==> src/rtl/shiftadd_pkg.sv <==
package shiftadd_pkg;
  typedef enum logic {
    SAM_IDLE = 1'b0,
    SAM_RUN  = 1'b1
  } sam_state_e;
endpackage

==> src/rtl/sam_adder.sv <==
module sam_adder #(
  parameter int WIDTH = 8
) (
  input  logic             hi_bit_i,
  input  logic [WIDTH-1:0] acc_i,
  input  logic [WIDTH-1:0] mdr_i,
  input  logic             add_en_i,
  output logic [WIDTH-1:0] sum_o,
  output logic             cout_o
);
  localparam int EW = WIDTH + 1;

  function automatic logic [EW-1:0] cond_add(input logic hb, input logic [WIDTH-1:0] a,
                                             input logic [WIDTH-1:0] m, input logic en);
    logic [WIDTH-1:0] addend;
    addend = en ? m : '0;
    return {hb, a} + {1'b0, addend};
  endfunction

  logic [EW-1:0] total_w;
  assign total_w = cond_add(hi_bit_i, acc_i, mdr_i, add_en_i);
  assign sum_o   = total_w[WIDTH-1:0];
  assign cout_o  = total_w[EW-1];
endmodule

==> src/rtl/sam_ctrl.sv <==
module sam_ctrl
  import shiftadd_pkg::*;
#(
  parameter int WIDTH = 8
) (
  input  logic clk,
  input  logic rst_n,
  input  logic start_i,
  output logic load_o,
  output logic step_o,
  output logic busy_o,
  output logic done_o
);
  localparam int CW = $clog2(WIDTH + 1);
  localparam logic [CW-1:0] STEPS = CW'(WIDTH);
  localparam logic [CW-1:0] LAST  = CW'(1);

  sam_state_e       state_q;
  logic [CW-1:0]    left_q;
  logic             done_q;

  assign busy_o = (state_q == SAM_RUN);
  assign load_o = start_i && !busy_o;
  assign step_o = busy_o;
  assign done_o = done_q;

  always_ff @(posedge clk) begin
    if (!rst_n) begin
      state_q <= SAM_IDLE;
      left_q  <= '0;
      done_q  <= 1'b0;
    end else begin
      done_q <= 1'b0;
      unique case (state_q)
        SAM_IDLE: begin
          if (start_i) begin
            state_q <= SAM_RUN;
            left_q  <= STEPS;
          end
        end
        SAM_RUN: begin
          left_q <= left_q - LAST;
          if (left_q == LAST) begin
            state_q <= SAM_IDLE;
            done_q  <= 1'b1;
          end
        end
        default: state_q <= SAM_IDLE;
      endcase
    end
  end
endmodule

==> src/rtl/sam_shreg.sv <==
module sam_shreg #(
  parameter int WIDTH = 8
) (
  input  logic             clk,
  input  logic             rst_n,
  input  logic             load_i,
  input  logic             step_i,
  input  logic [WIDTH-1:0] mcand_i,
  input  logic [WIDTH-1:0] mplier_i,
  input  logic [WIDTH-1:0] sum_i,
  input  logic             cout_i,
  output logic             carry_o,
  output logic [WIDTH-1:0] acc_o,
  output logic [WIDTH-1:0] mq_o,
  output logic [WIDTH-1:0] mdr_o
);
  localparam int RW = 2 * WIDTH + 1;

  function automatic logic [RW-1:0] shift_one(input logic [RW-1:0] v);
    return {1'b0, v[RW-1:1]};
  endfunction

  logic [RW-1:0] next_w;
  assign next_w = shift_one({cout_i, sum_i, mq_o});

  always_ff @(posedge clk) begin
    if (!rst_n) begin
      carry_o <= 1'b0;
      acc_o   <= '0;
      mq_o    <= '0;
      mdr_o   <= '0;
    end else if (load_i) begin
      carry_o <= 1'b0;
      acc_o   <= '0;
      mq_o    <= mplier_i;
      mdr_o   <= mcand_i;
    end else if (step_i) begin
      {carry_o, acc_o, mq_o} <= next_w;
    end
  end
endmodule

==> src/rtl/shiftadd_mult.sv <==
module shiftadd_mult #(
  parameter int WIDTH = 8
) (
  input  logic             clk,
  input  logic             rst_n,
  input  logic             start_i,
  input  logic [WIDTH-1:0] mcand_i,
  input  logic [WIDTH-1:0] mplier_i,
  output logic             busy_o,
  output logic             done_o,
  output logic [WIDTH-1:0] prod_hi_o,
  output logic [WIDTH-1:0] prod_lo_o
);
  logic             load_w, step_w;
  logic             carry_q;
  logic [WIDTH-1:0] acc_q, mq_q, mdr_q;
  logic [WIDTH-1:0] sum_w;
  logic             cout_w;
  logic             step_add_w;

  assign step_add_w = step_w && mq_q[0];

  sam_ctrl #(.WIDTH(WIDTH)) u_ctrl (
    .clk(clk), .rst_n(rst_n), .start_i(start_i),
    .load_o(load_w), .step_o(step_w), .busy_o(busy_o), .done_o(done_o)
  );

  sam_adder #(.WIDTH(WIDTH)) u_add (
    .hi_bit_i(carry_q), .acc_i(acc_q), .mdr_i(mdr_q), .add_en_i(step_add_w),
    .sum_o(sum_w), .cout_o(cout_w)
  );

  sam_shreg #(.WIDTH(WIDTH)) u_reg (
    .clk(clk), .rst_n(rst_n), .load_i(load_w), .step_i(step_w),
    .mcand_i(mcand_i), .mplier_i(mplier_i), .sum_i(sum_w), .cout_i(cout_w),
    .carry_o(carry_q), .acc_o(acc_q), .mq_o(mq_q), .mdr_o(mdr_q)
  );

  assign prod_hi_o = acc_q;
  assign prod_lo_o = mq_q;
endmodule

==> config.mk <==
export PLATFORM = sky130hd
export DESIGN_NAME = shiftadd_mult
export DESIGN_NICKNAME = d
export VERILOG_FILES = /design/src/rtl/shiftadd_pkg.sv /design/src/rtl/sam_adder.sv /design/src/rtl/sam_ctrl.sv /design/src/rtl/sam_shreg.sv /design/src/rtl/shiftadd_mult.sv
export SDC_FILE = /design/constraint.sdc
export NUM_CORES = 1
export LEC_CHECK = 0
export ABC_AREA = 1
export ABC_CLOCK_PERIOD_IN_PS = 5700
export BUFFER_PORTS_ARGS = -buffer_cell sky130_fd_sc_hd__buf_2
export CORE_MARGIN = 5
export CORE_UTILIZATION = 44
export DETAILED_ROUTE_END_ITERATION = 8
export PLACE_DENSITY = 0.67
export REMOVE_ABC_BUFFERS = 1
export SYNTH_ARGS = -nofsm -noshare
export SYNTH_HDL_FRONTEND = slang
export SYNTH_SLANG_ARGS = --single-unit
==> constraint.sdc <==
create_clock -name clk -period 5.7 [get_ports clk]
set_input_delay 1.14 -clock clk [delete_from_list [all_inputs] [get_ports clk]]
set_output_delay 1.14 -clock clk [all_outputs]
set_load 0.02 [all_outputs]
==> results.sh, run 1 <==
export IMPL_status="completed"
export IMPL_rows=22
export IMPL_start_util=0.445
export IMPL_cts_num_sinks=30
export IMPL_max_slew_worst_pin_slew_ps=914
export IMPL_period_needed_ps=2650
export IMPL_syn_instance_count=233
export IMPL_switching_share=0.289
export IMPL_io_pins=37
export IMPL_r2r_setup_slack_ps=3070
export IMPL_cts_tree="built"
export IMPL_p_comb_frac=0.156
export IMPL_path_class="flip-flop to primary output"
export IMPL_fin_ws_ps=3050
export IMPL_p_clk_frac=0.341
export IMPL_fin_skew_ps=6.07
export IMPL_startpoint_type="flip-flop"
export IMPL_drtIter0Drc=71
export IMPL_clock_root_buffer="clkbuf_8"
export IMPL_power_leakage_nw=1.01
export IMPL_hold_path_class="flip-flop to flip-flop"
export IMPL_port_buffer_count=36
export IMPL_yosysWarnings=0
export IMPL_slew_viol_final=0
export IMPL_preCtsSetupSlack_ps=3080
export IMPL_final_area_um2=1880
export IMPL_cp_slowest_stage_delay_ps=920
export IMPL_gp_congestion=0.824
export IMPL_power_switching_mw=0.136
export IMPL_die_h_um=70.4
export IMPL_post_dp_cell_area_um2=1800
export IMPL_worstPathMaxFanout=28
export IMPL_crit_slowest_cell="dfxtp_1"
export IMPL_htree_levels=2
export IMPL_track_usage=0.149
export IMPL_cts_buffers_inserted=5
export IMPL_synth_edff_count=0
export IMPL_clock_latency_ps=280
export IMPL_final_cell_count_no_fill=317
export IMPL_drt_pass1_iter_count=4
export IMPL_p_int_mw=0.334
export IMPL_dp_hpwl_um=2510
export IMPL_critPathCaptureType="primary output"
export IMPL_via_count=1488
export IMPL_relSlewSlack=0.390
export IMPL_arrival_ps=1510
export IMPL_core_um2=3610
export IMPL_timing_final_crit_share=0.465
export IMPL_grt_ovfl_total=0
export IMPL_synth_area_per_cell_um2=6.89
export IMPL_n_antenna_cell=0
export IMPL_seq_area_frac_synth=0.374
export IMPL_finalWirelength_um=3370
export IMPL_post_cts_buffers=0
export IMPL_wire_per_inst_um=10.6
export IMPL_viasPerCell=4.69
export IMPL_p_total_mw=0.469
export IMPL_finalHoldViolations=0
export IMPL_grt_max_degree=29
export IMPL_placed_cells=310
export IMPL_setup_violations=0
export IMPL_area_growth_pct=17.0
export IMPL_clk_path_buf_depth=2
export IMPL_antenna_found_initial=0
export IMPL_power_frac_seq=0.503
export IMPL_antenna_left=0
export IMPL_max_vdd_ir_drop_v=0.000119
export IMPL_drive_above_1_share=0.193
export IMPL_synth_distinct_cells=25
export IMPL_die_w_um=70.4
export IMPL_max_cap_violations=0
export IMPL_cp_data_required_time_ps=4560
export IMPL_synthFlopType="dfxtp_1"
export IMPL_hold_buffers=0
export IMPL_drcViolationCount=0
export IMPL_grt_pass1_wl_um=5960
export IMPL_ctsResizeCount=0
export IMPL_crit_chain="buf_2"
export IMPL_grt_pass1_vias=1381
export IMPL_syn_area_um2=1610
export IMPL_final_nets=299
export IMPL_clkSlewWorstSetupHoldPaths_ps=70
export IMPL_max_freq_mhz=377
export IMPL_rsz0062_at_grt="no"
export IMPL_ys_seq_elements=30
export IMPL_synth_async_reset_ratio=0
export IMPL_finalSetupTns_ps=0
export IMPL_dieArea_um2=4960
export IMPL_cp_top_family="flip-flops"
export IMPL_power_density_nw_per_um2=250
export IMPL_path_buf_inv=1
-- layout make-up --
type,count,area [um^2]
Clock buffer,5,68.8
Clock inverter,2,10.0
Fill cell,377,1730
Inverter,38,143
Multi-Input combinational cell,158,816
Sequential cell,30,601
Tap cell,48,60.1
Timing Repair Buffer,36,180
-- metal layers --
metal	vias up	track usage	wire, um
li1	804	-	-
met1	651	0.185	1610
met2	31	0.241	1570
met3	2	0.0345	156
met4	0	0.0702	36
met5	-	0	0
-- flip-flops by register name (all words and copies together), names as in the netlist --
name	flops
u_reg.acc_o	8
u_reg.mdr_o	8
u_reg.mq_o	8
u_ctrl.left_q	4
u_ctrl.busy_o	1
u_ctrl.done_o	1
-- power by group through the flow --
stage / clock, mW / combinational (mW) / sequential [mW]
after floorplan: 0 / 0.0414 / 0.247
after global placement: 0 / 0.0732 / 0.241
after detailed placement: 0 / 0.0735 / 0.241
after CTS: 0.165 / 0.0740 / 0.236
after global routing: 0.174 / 0.0837 / 0.239
final: 0.160 / 0.0732 / 0.236
-- placed cells by master (no fill, tap or decap) --
cell,count
nand3b_1,4
a21oi_1,16
a211oi_1,1
buf_2,36
dfxtp_1,30
xnor2_1,1
inv_2,4
or2_2,3
or2_1,1
nor2_1,19
clkinv_2,2
fa_1,1
nor2_4,1
o21ai_0,8
clkbuf_8,5
inv_1,34
o21ai_1,3
ha_1,10
o211ai_1,2
nand2_4,1
nand3_1,18
nor4_1,1
nand2_1,65
nor3_1,3
-- Yosys cell counts (2+ instances only) --
| library cell | instances | area [um^2] |
|---|---|---|
| ha_1 | 10 | 125 |
| buf_6 | 2 | 22.5 |
| o21ai_0 | 8 | 40.0 |
| nor2_1 | 19 | 71.3 |
| inv_2 | 4 | 15.0 |
| nand2_1 | 65 | 244 |
| o21ai_1 | 3 | 15.0 |
| o211ai_1 | 2 | 15.0 |
| a21oi_1 | 16 | 80.1 |
| nand3b_1 | 4 | 30.0 |
| inv_1 | 34 | 128 |
| or2_2 | 3 | 18.8 |
| buf_2 | 3 | 15.0 |
| dfxtp_1 | 30 | 601 |
| nand3_1 | 18 | 90.1 |
| nor3_1 | 3 | 15.0 |
-- kinds of logic after synthesis --
| family | count (synthesis) | share of synthesized area |
|---|---|---|
| AND/OR/NAND/NOR | 116 | 0.314 |
| buffers and inverters | 45 | 0.118 |
| AO/OA/AOI/OAI | 30 | 0.0982 |
| flip-flops | 30 | 0.374 |
| adder cells (fa/ha/maj) | 11 | 0.0904 |
| XOR/XNOR | 1 | 0.00546 |
-- through the flow --
| step | util | hold slack (ps) |
|---|---|---|
| after floorplan | - | 429 |
| after global placement | 0.499 | 449 |
| after detailed placement | 0.499 | 453 |
| after CTS | 0.521 | 463 |
| after global routing | 0.521 | 491 |
| final | 0.521 | 457 |
-- worst paths after layout --
| path | to | cells past startpoint | from |
|---|---|---|---|
| max reg2reg | u_reg.acc_o[4] | 10 | u_ctrl.busy_o |
| min | u_reg.mdr_o[2] | 2 | u_reg.mdr_o[2] |
| max | busy_o | 1 | u_ctrl.busy_o |
| min reg2reg | u_reg.mdr_o[2] | 2 | u_reg.mdr_o[2] |
Note: power is estimated with default switching activity, not from simulation.
==> inputs of run 2 (changes only) <==
Settings changed: ABC_CLOCK_PERIOD_IN_PS 5700 to 2200, PLACE_DENSITY 0.67 to 0.7.
Clock period 5.7 ns to 2.2 ns, I/O delays scaled along.
==> run 2 against run 1 <==
  * First-iteration DRC count fell by 9.9%
  * Critical path depth rose by 11
  * Register-to-register slack got worse by 2800 ps
  * Non-clock buffer count rose by 1
  * Setup slack got worse by 2700 ps
==> results.sh, run 2 (synthesized netlist as in run 1, its figures left out) <==
export IMPL_status="completed"
export IMPL_globalRouteMet3Util=0.0446
export IMPL_clkSlewWorstSetupHoldPaths_ps=70
export IMPL_slew_viol_final=0
export IMPL_cp_common_cell="nand2_1"
export IMPL_fin_skew_ps=3.93
export IMPL_finalHoldViolations=0
export IMPL_dieArea_um2=4960
export IMPL_hold_buffers=0
export IMPL_arrival_ps=2070
export IMPL_rows=22
export IMPL_die_h_um=70.4
export IMPL_worstPathMaxFanout=8
export IMPL_startpoint_type="flip-flop"
export IMPL_clock_latency_ps=280
export IMPL_grt_pass1_wl_um=5810
export IMPL_final_common_cell="nand2_1"
export IMPL_track_usage=0.146
export IMPL_viasPerCell=4.63
export IMPL_max_vdd_ir_drop_v=0.000407
export IMPL_preCtsSetupSlack_ps=321
export IMPL_cp_data_required_time_ps=2380
export IMPL_post_cts_buffers=0
export IMPL_core_um2=3610
export IMPL_max_slew_worst_pin_slew_ps=341
export IMPL_drt_pass1_iter_count=4
export IMPL_final_cell_count_no_fill=318
export IMPL_antenna_found_initial=0
export IMPL_path_buf_inv=1
export IMPL_drive_above_1_share=0.196
export IMPL_n_antenna_cell=0
export IMPL_power_density_nw_per_um2=717
export IMPL_io_pins=37
export IMPL_clock_root_buffer="clkbuf_8"
export IMPL_via_count=1471
export IMPL_multi_input_area_um2=816
export IMPL_grt_pass1_vias=1339
export IMPL_crit_slowest_cell="fa_1"
export IMPL_dp_hpwl_um=2530
export IMPL_timing_final_crit_share=0.858
export IMPL_grt_ovfl_total=0
export IMPL_setup_violations=0
export IMPL_n_fill_cell=370
export IMPL_ctsResizeCount=0
export IMPL_final_nets=300
export IMPL_antenna_left=0
export IMPL_cts_buffers_inserted=5
export IMPL_cts_num_sinks=30
export IMPL_power_leakage_nw=1.02
export IMPL_seqCellArea_um2=601
export IMPL_grt_busiest_layer="met2"
export IMPL_final_cell_mix="nand2_1 (65), buf_2 (36), inv_1 (34)"
export IMPL_fin_ws_ps=312
export IMPL_max_freq_mhz=530
export IMPL_hold_path_class="primary input to flip-flop"
export IMPL_placed_cells=311
export IMPL_die_w_um=70.4
export IMPL_drtIter0Drc=64
export IMPL_rsz0062_at_grt="no"
export IMPL_drcViolationCount=0
export IMPL_grt_use_met1=0.179
export IMPL_port_buffer_count=36
export IMPL_htree_levels=2
export IMPL_path_class="flip-flop to flip-flop"
export IMPL_grt_max_degree=28
export IMPL_crit_chain="nand2_1 -> nor2_1 -> ha_1 -> fa_1 -> nand2_1 -> nand2_1 -> nand3b_1 -> nand2_1 -> nand2_1 -> nand3_1 -> nand2_1 -> inv_1"
export IMPL_finalWirelength_um=3480
export IMPL_critPathCaptureType="flip-flop"
export IMPL_gp_congestion=0.786
export IMPL_cp_slowest_stage_delay_ps=410
export IMPL_max_cap_violations=0
export IMPL_cts_tree="built"
export IMPL_area_growth_pct=19.6
export IMPL_wire_per_inst_um=10.9
export IMPL_relSlewSlack=0.770
export IMPL_clk_path_buf_depth=2
export IMPL_cp_top_family="simple AND/OR/NAND/NOR gates"
export IMPL_period_needed_ps=1890
export IMPL_reg_top3="u_reg.acc_o: 8 flops, u_reg.mdr_o: 8 flops, u_reg.mq_o: 8 flops"
export IMPL_met2_usage=0.237
export IMPL_start_util=0.445
[run 2: cell types whose count changed in the layout (fill, tap and decap cells not counted), sizes merged]
cell	previous run	this run
clkinv	2	0
buf	36	37
clkbuf	5	6
bufinv	0	1
[run 2: stage by stage]
step | hold WS, ps | utilization | power, mW | TNS [ps] | cell area [um^2]
after floorplan | 429 | - | 0.747 | -554 | 1560
after global placement | 444 | 0.501 | 0.815 | 0 | 1810
after detailed placement | 452 | 0.501 | 0.818 | 0 | 1810
after CTS | 435 | 0.532 | 1.39 | 0 | 1920
after global routing | 445 | 0.532 | 1.45 | 0 | 1920
final | 446 | 0.532 | 1.38 | 0 | 1920
[run 2: final timing paths]
| path | from | to | slack, ps | depth (start not counted) |
|---|---|---|---|---|
| setup reg to reg | u_reg.mq_o[0] | u_reg.acc_o[5] | 310 | 12 |
| hold reg to reg | u_reg.mdr_o[3] | u_reg.mdr_o[3] | 460 | 2 |
| setup / recovery | u_reg.mq_o[0] | u_reg.acc_o[5] | 310 | 12 |
| hold / removal | mcand_i[3] | u_reg.mdr_o[3] | 450 | 3 |
[run 2: worst min-delay path, stage by stage]
cell,delay [ps]
buf_2,70
o21ai_0,70
a21oi_1,100
[run 2: area by class of cell]
| type | instances | area share |
|---|---|---|
| Timing Repair Buffer | 37 | 0.0978 |
| Sequential cell | 30 | 0.313 |
| Tap cell | 48 | 0.0313 |
| Inverter | 38 | 0.0743 |
| Multi-Input combinational cell | 158 | 0.425 |
| Clock buffer | 6 | 0.0430 |
| Clock inverter | 1 | 0.0156 |
[run 2: per-layer routing]
metal	wire length, um	part of all wire	vias to the layer above
li1	-	-	796
met2	1600	0.46	25
met5	0	0	-
met4	38	0.011	0
met1	1710	0.49	646
met3	129	0.037	4
[run 2: where the power goes]
group          total (mW)  switching [mW]  internal, mW
logic               0.204           0.129        0.0744
registers           0.601          0.0209         0.580
clock network       0.571           0.209         0.362
total                1.38           0.359          1.02
